$ cat config.mk
export PLATFORM = sky130hd
export DESIGN_NAME = ssr_slave_responder
export DESIGN_NICKNAME = d
export VERILOG_FILES = /design/src/rtl/ssr_pkg.sv /design/src/rtl/ssr_line_sync.sv /design/src/rtl/ssr_bus_cond.sv /design/src/rtl/ssr_addr_cmp.sv /design/src/rtl/ssr_slave_responder.sv
export SDC_FILE = /design/constraint.sdc
export NUM_CORES = 1
export LEC_CHECK = 0
export ABC_AREA = 1
export BUFFER_PORTS_ARGS = -buffer_cell sky130_fd_sc_hd__buf_2
export CAP_MARGIN = 10
export CORE_ASPECT_RATIO = 0.6
export CORE_UTILIZATION = 30
export CTS_BUF_LIST = sky130_fd_sc_hd__clkbuf_8 sky130_fd_sc_hd__clkbuf_16
export DETAILED_ROUTE_END_ITERATION = 16
export PLACE_DENSITY_LB_ADDON = 0.05
export SKIP_CTS_REPAIR_TIMING = 1
export SYNTH_ARGS = -nofsm -noshare
export SYNTH_HDL_FRONTEND = slang
export SYNTH_SLANG_ARGS = --single-unit
$ cat constraint.sdc
create_clock -name clk -period 2.1 [get_ports clk]
set_clock_uncertainty 0.15 [all_clocks]
set_input_delay 0.105 -clock clk [delete_from_list [all_inputs] [get_ports clk]]
set_output_delay 0.105 -clock clk [all_outputs]
set_load 0.05 [all_outputs]
$ cat src/rtl/ssr_pkg.sv
package ssr_pkg;
    typedef enum logic [3:0] {
        S_IDLE, S_ADDR, S_AACK, S_RXB, S_RXA, S_RXH,
        S_TXH, S_TXB, S_TXA, S_TXW, S_SKIP
    } ssr_state_t;

    localparam logic [7:0] GC_BYTE = 8'h00;
endpackage

$ cat src/rtl/ssr_line_sync.sv
module ssr_line_sync #(
    parameter int STAGES = 2,
    parameter int LINES  = 2
) (
    input  logic             clk,
    input  logic             rst_n,
    input  logic [LINES-1:0] din,
    output logic [LINES-1:0] dout
);
    for (genvar g = 0; g < LINES; g++) begin : g_line
        logic [STAGES-1:0] chain;
        always_ff @(posedge clk or negedge rst_n) begin
            if (!rst_n) chain <= '1;
            else        chain <= {chain[STAGES-2:0], din[g]};
        end
        assign dout[g] = chain[STAGES-1];
    end
endmodule

$ cat src/rtl/ssr_bus_cond.sv
module ssr_bus_cond (
    input  logic clk,
    input  logic rst_n,
    input  logic scl_s,
    input  logic sda_s,
    output logic scl_rise,
    output logic scl_fall,
    output logic start_det,
    output logic stop_det,
    output logic bus_busy
);
    logic scl_p, sda_p;

    always_ff @(posedge clk or negedge rst_n) begin
        if (!rst_n) begin
            scl_p    <= 1'b1;
            sda_p    <= 1'b1;
            bus_busy <= 1'b0;
        end else begin
            scl_p <= scl_s;
            sda_p <= sda_s;
            if (start_det)     bus_busy <= 1'b1;
            else if (stop_det) bus_busy <= 1'b0;
        end
    end

    assign scl_rise  = scl_s & ~scl_p;
    assign scl_fall  = ~scl_s & scl_p;
    assign start_det = scl_s & scl_p & sda_p & ~sda_s;
    assign stop_det  = scl_s & scl_p & ~sda_p & sda_s;
endmodule

$ cat src/rtl/ssr_addr_cmp.sv
module ssr_addr_cmp #(
    parameter int DW = 8
) (
    input  logic [DW-1:0] addr_byte,
    input  logic          own_en,
    input  logic [DW-2:0] own_addr,
    input  logic          gc_en,
    output logic          own_hit,
    output logic          gc_hit
);
    import ssr_pkg::*;
    assign own_hit = own_en & (addr_byte[DW-1:1] == own_addr);
    assign gc_hit  = gc_en & (addr_byte == DW'(GC_BYTE));
endmodule

$ cat src/rtl/ssr_slave_responder.sv
module ssr_slave_responder #(
    parameter int SYNC_STAGES = 2,
    parameter int DW          = 8
) (
    input  logic          clk,
    input  logic          rst_n,
    input  logic          scl_i,
    input  logic          sda_i,
    output logic          scl_oe,
    output logic          sda_oe,
    input  logic          own_en,
    input  logic [DW-2:0] own_addr,
    input  logic          gc_en,
    input  logic [DW-1:0] host_wdata,
    input  logic          host_wr,
    input  logic          host_rd,
    output logic [DW-1:0] host_rdata,
    input  logic          flag_clr,
    output logic          new_match,
    output logic          own_match,
    output logic          gc_match,
    output logic          xmit_dir,
    output logic          slave_stop,
    output logic          neg_ack,
    output logic          data_svc,
    output logic          bus_busy,
    output logic          ctrl_busy
);
    import ssr_pkg::*;

    localparam int CNT_W = $clog2(DW + 1);
    localparam logic [CNT_W-1:0] FULL = CNT_W'(DW);
    localparam logic [CNT_W-1:0] LAST = CNT_W'(DW - 1);

    logic [1:0] lines_s;
    logic scl_s, sda_s, scl_rise, scl_fall, start_det, stop_det;
    logic own_hit, gc_hit, hit;

    ssr_state_t state, state_nx;
    logic [CNT_W-1:0] bitcnt;
    logic [DW-1:0]    shreg;
    logic [DW-1:0]    rx_data;

    ssr_line_sync #(.STAGES(SYNC_STAGES), .LINES(2)) u_sync (
        .clk(clk), .rst_n(rst_n), .din({scl_i, sda_i}), .dout(lines_s)
    );
    assign scl_s = lines_s[1];
    assign sda_s = lines_s[0];

    ssr_bus_cond u_cond (
        .clk(clk), .rst_n(rst_n), .scl_s(scl_s), .sda_s(sda_s),
        .scl_rise(scl_rise), .scl_fall(scl_fall),
        .start_det(start_det), .stop_det(stop_det), .bus_busy(bus_busy)
    );

    ssr_addr_cmp #(.DW(DW)) u_cmp (
        .addr_byte(shreg), .own_en(own_en), .own_addr(own_addr),
        .gc_en(gc_en), .own_hit(own_hit), .gc_hit(gc_hit)
    );
    assign hit = own_hit | gc_hit;

    // next-state logic
    always_comb begin
        state_nx = state;
        if (start_det) begin
            state_nx = S_ADDR;
        end else if (stop_det) begin
            state_nx = S_IDLE;
        end else begin
            unique case (state)
                S_IDLE: state_nx = S_IDLE;
                S_ADDR: if (scl_fall && bitcnt == FULL) state_nx = hit ? S_AACK : S_SKIP;
                S_AACK: if (scl_fall) state_nx = xmit_dir ? S_TXH : S_RXB;
                S_RXB:  if (scl_fall && bitcnt == FULL) state_nx = S_RXA;
                S_RXA:  if (scl_fall) state_nx = S_RXH;
                S_RXH:  if (host_rd) state_nx = S_RXB;
                S_TXH:  if (host_wr) state_nx = S_TXB;
                S_TXB:  if (scl_fall && bitcnt == LAST) state_nx = S_TXA;
                S_TXA:  if (scl_fall) state_nx = shreg[0] ? S_TXW : S_TXH;
                S_TXW:  state_nx = S_TXW;
                S_SKIP: state_nx = S_SKIP;
                default: state_nx = S_IDLE;
            endcase
        end
    end

    // state register
    always_ff @(posedge clk or negedge rst_n) begin
        if (!rst_n) state <= S_IDLE;
        else        state <= state_nx;
    end

    // datapath and flags
    always_ff @(posedge clk or negedge rst_n) begin
        if (!rst_n) begin
            bitcnt     <= '0;
            shreg      <= '0;
            rx_data    <= '0;
            new_match  <= 1'b0;
            own_match  <= 1'b0;
            gc_match   <= 1'b0;
            xmit_dir   <= 1'b0;
            slave_stop <= 1'b0;
            neg_ack    <= 1'b0;
        end else begin
            if (flag_clr) begin
                new_match  <= 1'b0;
                own_match  <= 1'b0;
                gc_match   <= 1'b0;
                slave_stop <= 1'b0;
                neg_ack    <= 1'b0;
            end
            if (start_det) begin
                bitcnt <= '0;
            end else if (stop_det) begin
                if (ctrl_busy) slave_stop <= 1'b1;
            end else begin
                unique case (state)
                    S_ADDR, S_RXB: begin
                        if (scl_rise) begin
                            shreg  <= {shreg[DW-2:0], sda_s};
                            bitcnt <= bitcnt + 1'b1;
                        end else if (scl_fall && bitcnt == FULL) begin
                            if (state == S_RXB) begin
                                rx_data <= shreg;
                            end else if (hit) begin
                                new_match <= 1'b1;
                                xmit_dir  <= shreg[0];
                                if (own_hit) own_match <= 1'b1;
                                if (gc_hit)  gc_match  <= 1'b1;
                            end
                        end
                    end
                    S_AACK: if (scl_fall) bitcnt <= '0;
                    S_RXH:  if (host_rd)  bitcnt <= '0;
                    S_TXH: if (host_wr) begin
                        shreg  <= host_wdata;
                        bitcnt <= '0;
                    end
                    S_TXB: if (scl_fall && bitcnt != LAST) begin
                        shreg  <= {shreg[DW-2:0], 1'b0};
                        bitcnt <= bitcnt + 1'b1;
                    end
                    S_TXA: begin
                        if (scl_rise) shreg[0] <= sda_s;
                        else if (scl_fall && shreg[0]) neg_ack <= 1'b1;
                    end
                    default: ;
                endcase
            end
        end
    end

    // outputs
    always_comb begin
        sda_oe    = 1'b0;
        scl_oe    = 1'b0;
        data_svc  = 1'b0;
        ctrl_busy = 1'b0;
        unique case (state)
            S_AACK: begin sda_oe = 1'b1; ctrl_busy = 1'b1; end
            S_RXA:  begin sda_oe = 1'b1; ctrl_busy = 1'b1; end
            S_RXH, S_TXH: begin
                scl_oe = 1'b1; data_svc = 1'b1; ctrl_busy = 1'b1;
            end
            S_TXB:  begin sda_oe = ~shreg[DW-1]; ctrl_busy = 1'b1; end
            S_RXB, S_TXA, S_TXW: ctrl_busy = 1'b1;
            default: ;
        endcase
    end
    assign host_rdata = rx_data;

    // assertions
    assert_own_needs_enable_R3: assert property (@(posedge clk) disable iff (!rst_n)
        $rose(own_match) |-> $past(own_en));
    assert_gc_needs_enable_R4: assert property (@(posedge clk) disable iff (!rst_n)
        $rose(gc_match) |-> $past(gc_en));
    assert_match_has_kind_R2: assert property (@(posedge clk) disable iff (!rst_n)
        $rose(new_match) |-> (own_match || gc_match));
    assert_svc_holds_clock_R6: assert property (@(posedge clk) disable iff (!rst_n)
        data_svc |-> scl_oe);
    assert_stop_to_idle_R9: assert property (@(posedge clk) disable iff (!rst_n)
        (stop_det && !start_det) |=> (state == S_IDLE && !sda_oe && !ctrl_busy));
    assert_busy_follows_start_R11: assert property (@(posedge clk) disable iff (!rst_n)
        start_det |=> bus_busy);
endmodule

== Word level (Yosys, flattened, before mapping) ==
Index checks and enable logic that the tools add are counted.

* Bits in registers: 37
* Output and inout port bits: 19
* Word-level logic and storage cells: 156
* Input port bits: 24

* Multiplexer cells: 69
* Add/sub/neg operators: 1
* Reduce and logical (&&, ||, !) cells: 19
* Eq/ne operators: 32
* Bitwise logic cells: 19

{| class="wikitable"
|+ Operator list
! cell !! number
|-
| $mux W4 || 19
|-
| $mux W1 || 41
|-
| $pmux W4 S10 || 1
|-
| $ne A4 B4 Y1 const B || 8
|-
| $mux W8 || 3
|-
| $pmux W7 S3 || 1
|-
| $reduce_and A7 Y1 || 3
|-
| $eq A4 B3 Y1 const B || 5
|-
| $pmux W4 S5 || 1
|-
| $eq A4 B4 Y1 const B || 4
|-
| $ne A3 B3 Y1 const B || 5
|-
| $reduce_and A6 Y1 || 2
|-
| $ne A2 B2 Y1 const B || 5
|-
| $and A1 B1 Y1 || 9
|-
| $not A1 Y1 || 9
|-
| $eq A4 B2 Y1 const B || 2
|-
| $logic_not A8 Y1 || 1
|-
| $reduce_and A8 Y1 || 1
|-
| $reduce_or A8 Y1 || 1
|-
| $eq A7 B7 Y1 || 1
|-
| $reduce_bool A6 Y1 || 1
|-
| $reduce_or A2 Y1 || 3
|-
| $add A4 B1 Y4 const B || 1
|-
| $eq A4 B1 Y1 const B || 1
|-
| other kinds (9) || 12
|}

== Longest topological paths before layout ==
Gate-level depths: netlist (run 1).

* Depth in word-level cells: 10
* Gate-level depth with buffers: 12
* Depth with buffers taken out: 12

== Modules after synthesis ==
From an unflattened synthesis (run 1), not the netlist that was laid out.

* Cell total of the unflattened synthesis: 349
* Area total of the unflattened synthesis: 2372.3 um2

{| class="wikitable"
|+ By module, submodules not included
! module !! instances !! cells each !! area an instance (um2)
|-
| ssr_slave_responder || 1 || 280 || 1941.9
|-
| ssr_addr_cmp || 1 || 46 || 178.9
|-
| ssr_bus_cond || 1 || 17 || 131.4
|-
| ssr_line_sync || 1 || 6 || 120.1
|}

== Least setup slack after synthesis (run 1) ==
OpenSTA, ideal clock, no wires.

* Path type: reg2out
* From: register state[2]
* To: output port sda_oe
* Stages on the path, launching flop included: 5
* Required time: 1845 ps
* Data arrival time: 1780 ps
* Slack: 65 ps
* Cells stage by stage: dfrtp_1 > inv_2 > nor2_4 > nand2_1 > o21ai_0

* Longest elaborated chain between the ends: 3

{| class="wikitable"
|+ RTL lines
! element !! line !! RTL
|-
| from (decl) || ssr_slave_responder.sv:39 || <nowiki>ssr_state_t state, state_nx;</nowiki>
|-
| from (signal assigned) || ssr_slave_responder.sv:90 || <nowiki>else state <= state_nx;</nowiki>
|-
| $eq A4 B2 Y1 / $eq A4 B3 Y1 (equally long branches) || ssr_slave_responder.sv:160 || <nowiki>unique case (state)</nowiki>
|-
| $reduce_or A2 Y1 (no source line) || -- ||
|-
| $pmux W1 S2 (*) || ssr_slave_responder.sv:160 ||
|-
| to (decl) || ssr_slave_responder.sv:10 || <nowiki>output logic sda_oe,</nowiki>
|}

Mark *: on every way between the ends. The rest lies on a longest branch, timed or not.

== Final worst setup path (run 1) ==
* From: register state[0]
* To: output port sda_oe

Same word-level chain as after synthesis.

==> results of run 1 <==
## where the power goes
| part | switching, W | internal, W |
|---|---|---|
| registers | 0.0000864 | 0.000817 |
| clock network | 0.000295 | 0.000465 |
| logic | 0.000330 | 0.000173 |
| total | 0.000711 | 0.00146 |
## stage by stage
stage / hold WS, ns / instances / util (%) / cell area (um2)
floorplan: -0.3406 / 307 / - / 2187
global placement: 0.04969 / 439 / 36.70 / 2514
detailed placement: 0.04567 / 439 / 36.70 / 2514
CTS: -0.2557 / 446 / 38.84 / 2660
global route: 0.006300 / 449 / 39.35 / 2695
finish: -0.01774 / 449 / 39.35 / 2695
## final cells by class
type	count	area, um2	area share [%]
Clock buffer	6	138.9	5.153
Clock inverter	1	7.507	0.2786
Inverter	41	153.9	5.710
Multi-Input combinational cell	224	1052	39.04
Sequential cell	37	933.4	34.63
Tap cell	87	108.9	4.039
Timing Repair Buffer	53	300.3	11.14
## routing by layer
metal / wire [um] / up-vias / global-route usage [%]
li1: - / 1072 / -
met1: 3200 / 905 / 25.30
met3: 493 / 7 / 6.377
met2: 2052 / 59 / 22.52
met5: 0 / - / 0
met4: 61 / 0 / 5.500
## sequential cells by signal (all words and copies together) (netlist names)
signal / cells
new_match: 1
own_match: 1
host_rdata: 8
xmit_dir: 1
u_cond.scl_p: 1
slave_stop: 1
neg_ack: 1
bitcnt: 4
u_sync.g_line.chain: 4
shreg: 8
u_cond.sda_p: 1
gc_match: 1
u_cond.bus_busy: 1
state: 4
## placed cells by master (no fill, tap or decap), types with 2 or more instances in the layout
master and count:
nand2_1 110, buf_2 42, inv_1 38, nor2_1 32, dfrtp_1 31, nand3_1 21
o21ai_0 15, a21oi_1 10, o21ai_2 9, buf_4 8, dfstp_2 6, nor3_1 5
clkbuf_16 5, nand2_2 4, nor2_2 3, dlygate4sd3_1 3, inv_2 2, nand4_1 2
ha_1 2
## cells by family (layout without fill, tap and decap cells)
kind of cell,count (synthesis),count (layout),synth area share (%)
DFF,37,37,42.68
xor gates and xnor gates,2,2,0.8011
and+or+nand+nor,185,185,36.38
adders and majority gates,2,2,1.144
AOI/OAI and AO/OA,35,35,9.554
buffers and inverters,46,101,9.439
## how the worst max path moves through the flow
| stage | start | endpoint | slack, ns | cells past startpoint |
|---|---|---|---|---|
| after floorplan | state[2] | sda_oe | 0.06 | 4 |
| after global placement | state[1] | shreg[7] | 0.12 | 7 |
| after detailed placement | state[1] | shreg[1] | 0.17 | 7 |
| after CTS | state[1] | shreg[1] | 0.16 | 7 |
| after global routing | state[3] | ctrl_busy | 0.05 | 8 |
| final | state[0] | sda_oe | 0.18 | 6 |
## worst reg2reg max path, stage by stage (launching register included)
cell and delay, ns:
dfrtp_1 0.48, inv_1 0.16, nand2_1 0.10, nor2_1 0.06
a21oi_1 0.19, nand2_1 0.08, nand2_1 0.06, nand2_1 0.14
nor2_1 0.20, nand2_1 0.09, nand2_1 0.06
==> out/qor.csv, run 1 <==
metric;value;unit
finalHoldViolations;3;
std_cell_rows;23;
grt_pass1_vias;1872;
crit_family;buffers and inverters;
ys.flop_type;dfrtp_1;
cts_sinks;37;
htree_levels;2;
drive_gt1_share;24.03;%
worst_ep_arrival_time;1.66;ns
nFillCells;732;
numCtsBuffers;5;
vias;2043;
place_congestion;0.8992;
path_buf_inv;2;
clock_path_buffers;2;
pwr_density_cell;804.2;nW/um2
dieArea;7647;um2
yosys-top-cells-count;nand2_1 (111), inv_1 (38), nor2_1 (33);
synth_enable_flop_cells;0;
path_clk_slew;0.06;ns
grt_max_degree;38;
r2r_setup_slack;0.27;ns
synthTopCellsByArea;dfrtp_1 (35%), nand2_1 (19%), dfstp_2 (7.2%), inv_1 (6.5%), nor2_1 (5.7%);
cts_tree;done;
rr_worst_depth;10;
p_leak;1.495;nW
antenna_found_initial;0;
syn_nets;333;
routed_via_density;4.550;
synth_top_cell_by_area;dfrtp_1;
worstSetupPathType;flop to output port;
cp_max_fo;6;
slowest_delay;0.46;ns
status;complete, but fails checks;
yosysWarnings;0;
synth_most_common_cell;nand2_1;
hp-start;flag_clr;
area_growth;23.23;%
ys_ff_latch;37;
async_reset_ff_share;100.0;%
irDropWorstVdd;0.0004744;V
grt_usage;17.18;%
clk_latency;0.29;ns
worstPathCellList;inv_1 -> nand2_1 -> nor2_1 -> a21oi_1 -> o21ai_0 -> buf_2;
violations;design-rule violations, negative hold slack;
finalMaxSlewViolations;0;
period_minus_slack;1.918;ns
die_h;68.14;um
syn_inst;307;
synth_top_area_share;35.47;%
relSlewSlack;66.26;%
core;6849;um2
r2r_start;state[0];
worst_slew_pin_slew;0.5062;ns
crit_required;1.85;ns
antenna_cells;0;
fin_nets;388;
syn_area_per_cell;7.124;um2
die_x;112.2;um
worst_slack;0.1820;ns
hp-class;primary input to flop;
ant_nets;0;
totalWireLength;5809;um
finalSetupTns;0;ns
drcViolationCount;2;
maxCapViolations;0;
drtIter0Drc;107;
cp_slowest_cell;dfrtp_1;
startpoint_type;flop;
cts-root-buf;clkbuf_16;
period_share;91.33;%
finalPower;0.002167;W
timing.rr.end;state[3];
synth_cell_types;29;
setup_viol;0;
dp_hpwl;4555;um
netlist_area;2187;um2
grt_pass1_wl;9570;um
io_pins;43;
rsz0062_at_grt;false;
numPortBuffers;42;
worstHoldEndpoint;own_match;
cp-end-kind;output port;
whs;-0.01774;ns
fmax;0.5214;GHz
drtPass1Iterations;10;
ys_seq_area_share;42.68;%
dp_slack;0.1653;ns
min_path_cells;4;
overflow;0;
initial_utilization;31.93;%
wl_per_cell;12.94;um
(Power assumes the default switching activity.)
==> run 2, diff against run 1 <==
Settings changed: BUFFER_PORTS_ARGS -buffer_cell sky130_fd_sc_hd__buf_2 to unset, DONT_BUFFER_PORTS set to 1.
==> out/qor.csv, run 2 (same netlist as run 1, synthesis figures left out) <==
metric;value;unit;change
vias;1933;;was 2043
ant_nets;0;;unchanged
irDropWorstVdd;0.0003892;V;was 0.0004744 V
final_common_cell;nand2_1;;unchanged
core;6849;um2;unchanged
relSlewSlack;67.43;%;was 66.26%
antenna_found_initial;0;;unchanged
totalWireLength;5917;um;was 5809 um
numCtsBuffers;5;;unchanged
fmax;0.5327;GHz;was 0.5214 GHz
dp_hpwl;4537;um;was 4555 um
worstSetupPathType;flop to output port;;unchanged
die_h;68.14;um;unchanged
grt_pass1_vias;1855;;was 1872
pwr_density_cell;835.8;nW/um2;was 804.2 nW/um2
clock_path_buffers;2;;unchanged
finalPower;0.002149;W;was 0.002167 W
grt_pass1_wl;9811;um;was 9570 um
rsz0062_at_grt;false;;unchanged
finalMaxSlewViolations;0;;unchanged
cts_tree;done;;unchanged
overflow;0;;unchanged
grt_usage;17.54;%;was 17.18%
std_cell_rows;23;;unchanged
drtPass1Iterations;10;;unchanged
worst_slew_pin_slew;0.4885;ns;was 0.5062 ns
violations;design-rule violations, negative hold slack;;unchanged
clk_latency;0.29;ns;about the same
maxCapViolations;0;;unchanged
initial_utilization;31.93;%;unchanged
final_cell_mix;nand2_1 (110), inv_1 (38), dfrtp_1 (31), nor2_1 (30), nand3_1 (21);;was nand2_1 (110), buf_2 (42), inv_1 (38), nor2_1 (32), dfrtp_1 (31)
p_leak;1.345;nW;was 1.495 nW
dieArea;7647;um2;unchanged
io_pins;43;;unchanged
cp-end-kind;output port;;unchanged
whs;-0.04290;ns;was -0.01774 ns
fin_nets;353;;was 388
rr_worst_depth;12;;was 10
htree_levels;2;;unchanged
fin_cells;414;;was 449
drcViolationCount;2;;unchanged
setup_viol;0;;unchanged
cts-root-buf;clkbuf_16;;unchanged
finalHoldViolations;5;;was 3
grt_max_degree;38;;unchanged
cp_max_fo;5;;was 6
numPortBuffers;0;;was 42
antenna_cells;0;;unchanged
worst_ep_arrival_time;1.62;ns;was 1.66 ns
hp-class;primary input to flop;;unchanged
cts_sinks;37;;unchanged
place_congestion;0.8932;;was 0.8992
path_clk_slew;0.06;ns;about the same
wl_per_cell;14.29;um;was 12.94 um
finalSetupTns;0;ns;unchanged
die_x;112.2;um;unchanged
crit_required;1.85;ns;about the same
startpoint_type;flop;;unchanged
period_share;89.38;%;was 91.33%
drive_gt1_share;14.98;%;was 24.03%
area_growth;17.56;%;was 23.23%
routed_via_density;4.669;;was 4.550
drtIter0Drc;87;;was 107
place_inst;398;;was 439
period_minus_slack;1.877;ns;was 1.918 ns
min_path_cells;4;;unchanged
status;complete, but fails checks;;unchanged
## run 2: metrics by stage
step	hold WS [ns]	setup WS (ns)	area, um2	util [%]
3_3_place_gp	-0.3398	0.1686	2311	33.74
6_report	-0.04290	0.2229	2571	37.54
2_1_floorplan	-0.3406	0.06463	2187	-
4_1_cts	-0.6493	0.1034	2454	35.82
3_5_place_dp	-0.3398	0.1864	2311	33.74
5_1_grt	0.009099	0.0003710	2571	37.54
## run 2: layout make-up
type | count | area (um2)
Multi-Input combinational cell | 224 | 1057
Timing Repair Buffer | 18 | 175.2
Clock buffer | 6 | 138.9
Fill cell | 737 | 4278
Inverter | 41 | 153.9
Clock inverter | 1 | 3.754
Tap cell | 87 | 108.9
Sequential cell | 37 | 933.4
## run 2: path summary, 6_finish.rpt
| kind | startpoint | endpoint | slack (ns) |
|---|---|---|---|
| min reg2reg | u_sync.g_line[1].chain[0] | u_sync.g_line[1].chain[1] | 0.21 |
| max in group asynchronous | rst_n | u_sync.g_line[1].chain[1] | 1.35 |
| min | host_wdata[2] | shreg[2] | -0.04 |
| max | state[3] | ctrl_busy | 0.22 |
| max reg2reg | u_sync.g_line[1].chain[1] | bitcnt[3] | 0.23 |
| min in group asynchronous | rst_n | shreg[2] | 0.18 |
## run 2: metal layers
metal  track usage (%)  vias to the layer above  wire [um]
li1                  -                      998          -
met1             26.34                      863       3325
met2             22.90                       66       2009
met3             5.314                        6        503
met4             6.500                        0         78
met5                 0                        -          0
## run 2: power breakdown
part | total (W) | switching, W | internal [W]
sequential | 0.000918 | 0.000101 | 0.000817
combinational | 0.000481 | 0.000311 | 0.000170
clock | 0.000750 | 0.000289 | 0.000461
## run 2: critical path, cell delays in order (launching register included)
cell and delay (ns):
dfrtp_1 0.47, inv_2 0.11, nor2_1 0.14, buf_4 0.14
inv_1 0.04, nand3_1 0.05, o21ai_0 0.15, inv_2 0.24
==> run 3, diff against run 2 <==
Settings changed: CAP_MARGIN 10 to unset, CORE_MARGIN set to 2, CTS_BUF_LIST sky130_fd_sc_hd__clkbuf_8 sky130_fd_sc_hd__clkbuf_16 to sky130_fd_sc_hd__clkbuf_4.
==> out/qor.csv, run 3 (same netlist as run 1, synthesis figures left out) <==
metric;value;unit;change
status;complete, but fails checks;;unchanged
violations;negative hold slack;;was design-rule violations, negative hold slack
std_cell_rows;24;;was 23
cts_sinks;37;;unchanged
final_cell_mix;nand2_1 (110), inv_1 (37), nor2_1 (33), dfrtp_1 (30), nand3_1 (21);;was nand2_1 (110), inv_1 (38), dfrtp_1 (31), nor2_1 (30), nand3_1 (21)
period_minus_slack;1.926;ns;was 1.877 ns
cp-end-kind;flop;;was output port
finalHoldViolations;1;;was 5
grt_pass1_wl;9508;um;was 9811 um
path_buf_inv;0;;was 4
cp_common_cell;nand2_1;;was inv_2
routed_via_density;4.606;;was 4.669
p_switching;0.0006715;W;was 0.0007005 W
sw_frac_of_total;36.61;%;was 32.60%
initial_utilization;30.60;%;was 31.93%
grt_max_degree;38;;unchanged
met3_length;447;um;was 503 um
hp-class;primary input to flop;;unchanged
crit_family;simple AND/OR/NAND/NOR gates;;was buffers and inverters
core;7147;um2;was 6849 um2
numCtsBuffers;5;;unchanged
die_h;70.14;um;was 68.14 um
dieArea;8012;um2;was 7647 um2
antenna_found_initial;0;;unchanged
slowest_delay;0.47;ns;about the same
maxCapViolations;0;;unchanged
finalSetupTns;0;ns;unchanged
drive_gt1_share;14.03;%;was 14.98%
drcViolationCount;0;;was 2
worst_ep_arrival_time;2.02;ns;was 1.62 ns
vias;1962;;was 1933
drtIter0Drc;152;;was 87
fin_nets;360;;was 353
antenna_cells;0;;unchanged
dp_slack;0.1033;ns;was 0.1864 ns
cp_slowest_cell;dfrtp_1;;unchanged
cp_max_fo;7;;was 5
whs;-0.03683;ns;was -0.04290 ns
cts-root-buf;clkbuf_4;;was clkbuf_16
worstPathCellList;nor2_1 -> nand2_1 -> nand2_1 -> nor2_1 -> nand2_1 -> nand2_1 -> nand2_1 -> nor2_1 -> nand2_1 -> nand2_1;;was inv_2 -> nor2_1 -> buf_4 -> inv_1 -> nand3_1 -> o21ai_0 -> inv_2
cts_tree;done;;unchanged
design_area;2580;um2;was 2571 um2
worst_slew_pin_slew;0.4864;ns;was 0.4885 ns
period_share;91.73;%;was 89.38%
p_int;0.001163;W;was 0.001449 W
worstSetupPathType;flop to flop;;was flop to output port
comb_power_share;27.9;%;was 22.4%
overflow;0;;unchanged
dr_wl_met2;2232;um;was 2009 um
power_frac_seq;50.1;%;was 42.7%
totalWireLength;5897;um;was 5917 um
wl_met1;3152;um;was 3325 um
die_x;114.2;um;was 112.2 um
grt_usage;15.74;%;was 17.54%
rsz0062_at_grt;false;;unchanged
area_growth;17.96;%;was 17.56%
fmax;0.5191;GHz;was 0.5327 GHz
dp_hpwl;4447;um;was 4537 um
wl_per_cell;13.84;um;was 14.29 um
pwr_density_cell;711.0;nW/um2;was 835.8 nW/um2
path_clk_slew;0.12;ns;was 0.06 ns
clockPowerShare;22.0;%;was 34.9%
htree_levels;2;;unchanged
place_area;2301;um2;was 2311 um2
drtPass1Iterations;5;;was 10
ant_nets;0;;unchanged
multi_input_area;1061;um2;was 1057 um2
crit_required;2.20;ns;was 1.85 ns
nFillCells;785;;was 737
startpoint_type;flop;;unchanged
grt_pass1_vias;1800;;was 1855
worst_slack;0.1737;ns;was 0.2229 ns
clock_path_buffers;2;;unchanged
place_congestion;0.9337;;was 0.8932
p_leak;1.339;nW;was 1.345 nW
final_common_cell;nand2_1;;unchanged
finalMaxSlewViolations;0;;unchanged
clk_latency;0.36;ns;was 0.29 ns
seq_area;934.6;um2;was 933.4 um2
relSlewSlack;67.57;%;was 67.43%
top_layer;met4;;unchanged
irDropWorstVdd;0.0003730;V;was 0.0003892 V
io_pins;43;;unchanged
setup_viol;0;;unchanged
numPortBuffers;0;;unchanged
[run 3: path summary, 6_finish.rpt]
| check | slack [ns] | depth (start not counted) | end | startpoint |
|---|---|---|---|---|
| max in group asynchronous | 1.45 | 2 | u_cond.scl_p | rst_n |
| min in group asynchronous | 0.07 | 2 | gc_match | rst_n |
| worst min-delay path | -0.04 | 7 | own_match | own_addr[3] |
| worst max register to register | 0.17 | 10 | state[1] | state[1] |
| worst max-delay path | 0.17 | 10 | state[1] | state[1] |
| worst min register to register | 0.21 | 0 | u_sync.g_line[1].chain[1] | u_sync.g_line[1].chain[0] |
[run 3: worst reg2reg max path, delay by kind of cell, from the launching register on]
kind             cells  cell delay (ns)
and+or+nand+nor     10             1.21
DFF                  1             0.47
[run 3: cell type report]
type,instances,share of cell area [%]
sequential,37,36.23
clock inverter,1,0.1455
clock buffer,7,2.037
timing repair buffer,25,10.09
tap,91,4.413
inverter,41,5.965
multi-input combinational,224,41.13
[run 3: per-stage QoR]
stage,util (%),hold WS [ns],total power (W),std cells
after floorplan,-,-0.3406,0.001240,307
after global placement,32.20,-0.3395,0.001398,400
after detailed placement,32.20,-0.3394,0.001387,400
after CTS,32.98,-0.7577,0.001815,408
after global routing,36.10,0.005872,0.001985,426
final,36.10,-0.03683,0.001834,426
[run 3: routing by layer]
layer  vias up  global-route usage [%]
met5         -                       0
met4         0                   4.065
met3         7                   5.642
met2        55                   19.97
met1       892                   24.54
li1       1008                       -
[run 3: power groups by stage]
stage	clock network (W)	logic, W	registers [W]
finish	0.000404	0.000511	0.000920
floorplan	0	0.000335	0.000905
global route	0.000452	0.000598	0.000935
detailed placement	0	0.000455	0.000932
global placement	0	0.000461	0.000937
CTS	0.000436	0.000459	0.000919
